===== src/rtl/spi_seq_engine.sv =====
module spi_seq_engine #(
  parameter int CLK_DIV = 4
) (
  input  logic        clk,
  input  logic        rst_n,
  input  logic        reg_we,
  input  logic [3:0]  reg_addr,
  input  logic [31:0] reg_wdata,
  output logic [31:0] reg_rdata,
  output logic        spi_cs_n,
  output logic        spi_sclk,
  output logic        spi_mosi,
  input  logic        spi_miso
);

  localparam int HALF = (CLK_DIV < 2) ? 1 : CLK_DIV / 2;
  localparam int DIVW = (HALF > 1) ? $clog2(HALF) : 1;
  localparam logic [DIVW-1:0] DIV_LAST = DIVW'(HALF - 1);

  localparam logic [3:0] A_CTRL = 4'd0, A_CMD = 4'd1, A_ADDR = 4'd2, A_DMY = 4'd3,
                         A_EN = 4'd4, A_WD = 4'd5, A_RD = 4'd6, A_ST = 4'd7, A_DLY = 4'd8;
  localparam logic [2:0] PH_CMD = 3'd0, PH_ADR = 3'd1, PH_DMY = 3'd2, PH_DAT = 3'd3, PH_NONE = 3'd4;

  typedef enum logic [2:0] {ST_IDLE, ST_LEAD, ST_XFER, ST_END, ST_TRAIL} st_t;

  st_t             state;
  logic [2:0]      ph;
  logic [DIVW-1:0] div_cnt;
  logic [3:0]      dly;
  logic [4:0]      bcnt;
  logic [31:0]     tx_sr, rx_sr;
  logic            cs_n_r, sclk_r, done_r;

  logic        ctl_wr, ctl_rd, ctl_keep;
  logic [7:0]  cmd_op;
  logic [23:0] adr_r;
  logic [3:0]  dmy_r;
  logic        en_dmy, en_cmd;
  logic [3:0]  adr_sel, dat_sel;
  logic [31:0] wd_r;
  logic [2:0]  lead_r, trail_r;

  logic        idle, tick, go;
  logic [3:0]  en_vec, nmask;
  logic [2:0]  first_ph, next_ph, ld_ph;
  logic [31:0] ld_tx;
  logic [4:0]  ld_cnt;

  function automatic logic [2:0] pick(input logic [3:0] v);
    if (v[0])      return PH_CMD;
    else if (v[1]) return PH_ADR;
    else if (v[2]) return PH_DMY;
    else if (v[3]) return PH_DAT;
    else           return PH_NONE;
  endfunction

  assign idle     = (state == ST_IDLE);
  assign tick     = !idle && (div_cnt == DIV_LAST);
  assign go       = reg_we && idle && (reg_addr == A_CTRL) && reg_wdata[0];
  assign en_vec   = {dat_sel == 4'hF, en_dmy, adr_sel == 4'b0111, en_cmd};
  assign nmask    = 4'b1110 << ph;
  assign first_ph = pick(en_vec);
  assign next_ph  = pick(en_vec & nmask);
  assign ld_ph    = (state == ST_LEAD) ? first_ph : next_ph;

  always_comb begin
    ld_tx  = 32'h0;
    ld_cnt = 5'd0;
    case (ld_ph)
      PH_CMD: begin ld_tx = {cmd_op, 24'h0}; ld_cnt = 5'd7;  end
      PH_ADR: begin ld_tx = {adr_r, 8'h0};   ld_cnt = 5'd23; end
      PH_DMY: begin ld_tx = 32'h0;           ld_cnt = {1'b0, dmy_r}; end
      PH_DAT: begin ld_tx = ctl_wr ? wd_r : 32'h0; ld_cnt = 5'd31; end
      default: ;
    endcase
  end

  always_ff @(posedge clk or negedge rst_n) begin
    if (!rst_n) begin
      ctl_wr <= 1'b0; ctl_rd <= 1'b0; ctl_keep <= 1'b0;
      cmd_op <= 8'h0; adr_r <= 24'h0; dmy_r <= 4'h0;
      en_dmy <= 1'b0; en_cmd <= 1'b0; adr_sel <= 4'h0; dat_sel <= 4'h0;
      wd_r <= 32'h0; lead_r <= 3'd0; trail_r <= 3'd0;
    end else if (reg_we && idle) begin
      case (reg_addr)
        A_CTRL: begin ctl_wr <= reg_wdata[1]; ctl_rd <= reg_wdata[2]; ctl_keep <= reg_wdata[8]; end
        A_CMD:  cmd_op <= reg_wdata[23:16];
        A_ADDR: adr_r <= reg_wdata[23:0];
        A_DMY:  dmy_r <= reg_wdata[3:0];
        A_EN:   begin
                  en_dmy <= reg_wdata[15]; en_cmd <= reg_wdata[14];
                  adr_sel <= reg_wdata[11:8]; dat_sel <= reg_wdata[3:0];
                end
        A_WD:   wd_r <= reg_wdata;
        A_DLY:  begin lead_r <= reg_wdata[2:0]; trail_r <= reg_wdata[10:8]; end
        default: ;
      endcase
    end
  end

  always_ff @(posedge clk or negedge rst_n) begin
    if (!rst_n) begin
      state <= ST_IDLE; ph <= PH_NONE; div_cnt <= '0; dly <= 4'd0; bcnt <= 5'd0;
      tx_sr <= 32'h0; rx_sr <= 32'h0; cs_n_r <= 1'b1; sclk_r <= 1'b0; done_r <= 1'b0;
    end else begin
      div_cnt <= (idle || tick) ? '0 : div_cnt + 1'b1;
      case (state)
        ST_IDLE: if (go) begin
          done_r <= 1'b0;
          cs_n_r <= 1'b0;
          dly    <= cs_n_r ? {lead_r, 1'b0} : 4'd0;
          state  <= ST_LEAD;
        end
        ST_LEAD: begin
          if (dly == 4'd0) begin
            div_cnt <= '0;
            if (first_ph == PH_NONE) state <= ST_END;
            else begin
              ph <= first_ph; tx_sr <= ld_tx; bcnt <= ld_cnt; state <= ST_XFER;
            end
          end else if (tick) dly <= dly - 4'd1;
        end
        ST_XFER: if (tick) begin
          if (!sclk_r) begin
            sclk_r <= 1'b1;
            if (ph == PH_DAT && ctl_rd) rx_sr <= {rx_sr[30:0], spi_miso};
          end else begin
            sclk_r <= 1'b0;
            if (bcnt == 5'd0) begin
              if (next_ph == PH_NONE) begin
                ph <= PH_NONE; state <= ST_END;
              end else begin
                ph <= next_ph; tx_sr <= ld_tx; bcnt <= ld_cnt;
              end
            end else begin
              bcnt  <= bcnt - 5'd1;
              tx_sr <= {tx_sr[30:0], 1'b0};
            end
          end
        end
        ST_END: begin
          div_cnt <= '0;
          tx_sr   <= 32'h0;
          if (ctl_keep) begin
            done_r <= 1'b1; state <= ST_IDLE;
          end else begin
            dly <= {trail_r, 1'b0}; state <= ST_TRAIL;
          end
        end
        ST_TRAIL: begin
          if (dly == 4'd0) begin
            cs_n_r <= 1'b1; done_r <= 1'b1; state <= ST_IDLE;
          end else if (tick) dly <= dly - 4'd1;
        end
        default: state <= ST_IDLE;
      endcase
    end
  end

  assign spi_cs_n = cs_n_r;
  assign spi_sclk = sclk_r;
  assign spi_mosi = (state == ST_XFER) && tx_sr[31];

  always_comb begin
    case (reg_addr)
      A_CTRL:  reg_rdata = {23'h0, ctl_keep, 5'h0, ctl_rd, ctl_wr, 1'b0};
      A_CMD:   reg_rdata = {8'h0, cmd_op, 16'h0};
      A_ADDR:  reg_rdata = {8'h0, adr_r};
      A_DMY:   reg_rdata = {28'h0, dmy_r};
      A_EN:    reg_rdata = {16'h0, en_dmy, en_cmd, 2'b00, adr_sel, 4'h0, dat_sel};
      A_WD:    reg_rdata = wd_r;
      A_RD:    reg_rdata = rx_sr;
      A_ST:    reg_rdata = {30'h0, !cs_n_r, done_r};
      A_DLY:   reg_rdata = {21'h0, trail_r, 5'h0, lead_r};
      default: reg_rdata = 32'h0;
    endcase
  end

  AST_SCLK_LOW_DESELECTED: assert property (@(posedge clk) disable iff (!rst_n)
    spi_cs_n |-> !spi_sclk);
  AST_MOSI_HOLD_HIGH: assert property (@(posedge clk) disable iff (!rst_n)
    (spi_sclk && $past(spi_sclk)) |-> $stable(spi_mosi));
  AST_DUMMY_QUIET: assert property (@(posedge clk) disable iff (!rst_n)
    (state == ST_XFER && ph == PH_DMY) |-> !spi_mosi);
  AST_DONE_CLEARS: assert property (@(posedge clk) disable iff (!rst_n)
    go |=> !done_r);
  AST_HELD_ONLY_KEEP: assert property (@(posedge clk) disable iff (!rst_n)
    (idle && !spi_cs_n) |-> ctl_keep);
  AST_BUSY_NO_WRITE: assert property (@(posedge clk) disable iff (!rst_n)
    (!idle && reg_we && reg_addr == A_CMD) |=> $stable(cmd_op));

endmodule


===== config.mk =====
export PLATFORM = sky130hd
export DESIGN_NAME = spi_seq_engine
export DESIGN_NICKNAME = d
export VERILOG_FILES = /design/src/rtl/spi_seq_engine.sv
export SDC_FILE = /design/constraint.sdc
export NUM_CORES = 1
export LEC_CHECK = 0
export CELL_PAD_IN_SITES_DETAIL_PLACEMENT = 1
export CELL_PAD_IN_SITES_GLOBAL_PLACEMENT = 1
export CORE_AREA = 2 2 144 146
export DETAILED_ROUTE_END_ITERATION = 6
export DIE_AREA = 0 0 146 148
export GPL_ROUTABILITY_DRIVEN = 0
export HOLD_SLACK_MARGIN = 0.05
export PLACE_DENSITY_LB_ADDON = 0.1
export SETUP_SLACK_MARGIN = 0.2
export SLEW_MARGIN = 10
export SYNTH_ARGS = -nofsm -noshare
export SYNTH_HDL_FRONTEND = slang
export SYNTH_SLANG_ARGS = --single-unit

===== constraint.sdc =====
create_clock -name clk -period 2.7 [get_ports clk]
set_clock_uncertainty 0.05 [all_clocks]
set_input_delay 0.27 -clock clk [delete_from_list [all_inputs] [get_ports clk]]
set_output_delay 0.27 -clock clk [all_outputs]
set_load 0.03 [all_outputs]

==> flow_summary_export.csv <==
group,metric,value,unit
clocking,cts_buffer_depth,2,
placed_design,portBuffers,74,
drt,dr.pass1.iters,7,
yosys,syn_area_per_cell,10.65,um^2
yosys,synth_area,9236,um^2
die,rows,52,
setup_path,r2r_cells,6,
yosys,ys_top_cells_by_area,"dfrtp_1 (46%), mux2_2 (14%), nand3_1 (3.6%)",
die,pin_count,75,
pwr,vdd_drop_max,510.5,uV
die,coreArea,20040,um^2
hold_path,hold_path_class,"input pin to asynchronous set/reset pin",
yosys,seq_area_frac_synth,0.4609,
drt,drt_first_iter_violations,896,
drt,drc,1,
cells_and_area,stdcell_count,1225,
global_routing,grt_usage,0.2932,
die,die_h,148,um
yosys,synthMostInstantiatedCell,"dfrtp_1",
setup_path,critPathMaxStageDelay,0.48,ns
clocking,clkSlewWorstSetupHoldPaths,0.07,ns
clocking,htree_levels,4,
timing,setup_viol,0,
drt,postRouteAntennaNets,0,
global_routing,grt_overflow_total,0,
cells_and_area,fin_nets,985,
setup_path,crit_slowest_cell,"or3b_4",
yosys,netlist-cell-type-count,70,
run,maxCapViolCount,0,
timing,rsz0062_at_grt,"false",
pwr,leakage,5.040,nW
drt,vias,7832,
yosys,synth_edf_count,0,
setup_path,r2r_end,"tx_sr[8]$_DFFE_PN0P_",
clocking,worstSkewPairLatency,0.44,ns
cells_and_area,area_delta_synth_final,20.85,%
setup_path,path_cells,"or3b_4, or3_1, buf_4, o211ai_1, nand3_1, a221o_1",
global_routing,antenna_found_initial,0,
outcome,violations,"DRC",
die,dieArea,21610,um^2
pwr,powerDensity,976.4,nW/um^2
timing,period_share,0.8953,
timing,worst_pin_slew,0.6728,ns
clocking,cts_tree,"yes",
yosys,synth_area_leader_cell,"dfrtp_1",
yosys,synth-main-ff-cell,"dfrtp_1",
drt,routedWlPerCell,25.36,um
setup_path,cp.required,2.97,ns
timing,tns,0,ns
global_routing,grt_max_degree,58,
setup_path,path_buf_inv,1,
yosys,synthTopCellsByCount,"dfrtp_1 (168), mux2_2 (116), nand2_1 (78)",
pwr,total_power,0.01090,W
setup_path,ff2ff_setup_slack,0.28,ns
setup_path,path_delay_family,"simple AND/OR/NAND/NOR gates",
timing,finalHoldViolCount,0,
timing,min_period,2.417,ns
placed_design,place_hpwl,21930,um
die,initial_core_util,0.4609,
setup_path,cp-end-kind,"flip-flop",
timing,slew_violations,0,
global_routing,grt_pass1_vias,8268,
yosys,yosys_warnings,0,
setup_path,crit_type,"flip-flop to flip-flop",
yosys,async_flop_share,1.000,
clocking,tritoncts.num_buffers,17,
yosys,synth-seq-cells,170,
yosys,synthCells,867,
cells_and_area,drive_gt1_frac,0.3005,
setup_path,worstPathMaxFanout,27,
global_routing,grt_pass1_wl,49140,um
drt,drt-vias-per-instance,6.393,
clocking,cts.sinks,170,
setup_path,regToRegStartpoint,"state[1]$_DFFE_PN0P_",
yosys,synth_top_area_frac,0.4552,
clocking,cts_root_buffer,"clkbuf_16",
timing,fmax,0.4137,GHz
placed_design,dp_cells,1189,
die,dieWidth,146,um
timing,relSlewSlack,0.5504,
cells_and_area,antenna_cells,0,
drt,routed_wl,31070,um
setup_path,cp-start-kind,"flip-flop",
setup_path,critPathArrivalTime,2.68,ns
outcome,outcome,"finished with violations",
yosys,synth_nets,910,
==> layout make-up <==
| cell class | instances | area, um^2 |
|---|---|---|
| Sequential cell | 170 | 4259 |
| Multi-Input combinational cell | 604 | 4683 |
| Inverter | 17 | 63.81 |
| Clock inverter | 15 | 203.9 |
| Tap cell | 270 | 337.8 |
| Timing Repair Buffer | 132 | 1189 |
| Fill cell | 2166 | 8877 |
| Clock buffer | 17 | 425.4 |
==> registers in the layout (all words and copies together), names as in the netlist, 5 cells and up <==
| register | cells |
|---|---|
| adr_r | 24 |
| bcnt | 5 |
| cmd_op | 8 |
| rx_sr | 32 |
| tx_sr | 32 |
| wd_r | 32 |
==> cell families after synthesis <==
logic type	count (synthesis)	share of synthesized area
compound gates	209	0.1887
xor+xnor	3	0.002845
fa+ha+maj	3	0.004064
buf+inv	93	0.04470
flops	170	0.4609
mux	122	0.1479
simple gates	267	0.1509
==> layer usage <==
metal,global-route usage,part of all wire
met5,0,0
met4,0.07621,0.016
met3,0.04660,0.057
met2,0.4693,0.47
met1,0.4186,0.45
==> layout by cell type (no fill, tap or decap), types with 5 or more instances in the layout <==
cell type        Yosys  routed
a31oi_1              5       5
clkdlybuf4s50_1      0      37
nor2_1              19      15
mux2i_1              6       6
dfrtp_1            168     166
o211ai_1            19      19
nand3_1             67      67
a222oi_1            23      23
and3_1              23      22
mux2_2             116     116
a22o_1              12      12
o21ai_0             32      32
clkbuf_16            0      17
nand4_1             11      11
nand2_1             78      78
inv_1               17      17
a22oi_1             23      23
nor3_1              29      27
o2bb2ai_1            5       5
a221o_1             24      24
a21oi_1             14      13
o211ai_2            14      14
clkinv_8             0       6
buf_12               0       7
buf_4                2      82
==> worst reg2reg max path, delay by kind of cell, from the launching register on <==
kind / cells / cell delay (ns)
and+or+nand+nor: 3 / 1.03
AOI/OAI and AO/OA: 2 / 0.51
DFF: 1 / 0.45
buffers and inverters: 1 / 0.26
==> what timing repair did <==
item                       4_1_cts  5_1_grt
hold endpoints to repair        43        0
setup endpoints to repair       36       39
setup buffers                    1        2
resized for setup                6       17
pin swaps                        1        2
gates cloned                     0        0
hold buffers                     1        0
==> how the worst max path moves through the flow <==
stage                                start               endpoint  slack, ns  depth (start not counted)
finish                state[1]$_DFFE_PN0P_   tx_sr[8]$_DFFE_PN0P_       0.28                          6
global route                   reg_addr[3]           reg_rdata[0]       0.20                          9
CTS                 dat_sel[1]$_DFFE_PN0P_  tx_sr[19]$_DFFE_PN0P_       0.20                          6
detailed placement     bcnt[0]$_DFFE_PN0P_    bcnt[2]$_DFFE_PN0P_       0.13                          8
global placement       bcnt[0]$_DFFE_PN0P_    bcnt[1]$_DFFE_PN0P_       0.15                          8
floorplan               dly[0]$_DFFE_PN0P_  tx_sr[20]$_DFFE_PN0P_       0.37                          9
==> metrics by stage <==
stage,utilization,hold WS (ns),setup WS (ns),cell area (um^2)
global route,0.5570,0.3562,0.2029,11160
global placement,0.5204,0.1962,0.1497,10430
CTS,0.5534,0.3169,0.2035,11090
finish,0.5570,0.3021,0.2828,11160
detailed placement,0.5204,0.2031,0.1297,10430
floorplan,-,-0.07559,0.3695,9236
==> power breakdown <==
| group | internal [W] | switching, W | total, W |
|---|---|---|---|
| Sequential | 0.00322 | 0.000962 | 0.00419 |
| Combinational | 0.00167 | 0.00247 | 0.00414 |
| Clock | 0.00134 | 0.00122 | 0.00257 |
| Total | 0.00624 | 0.00466 | 0.0109 |
(Power assumes the default switching activity.)
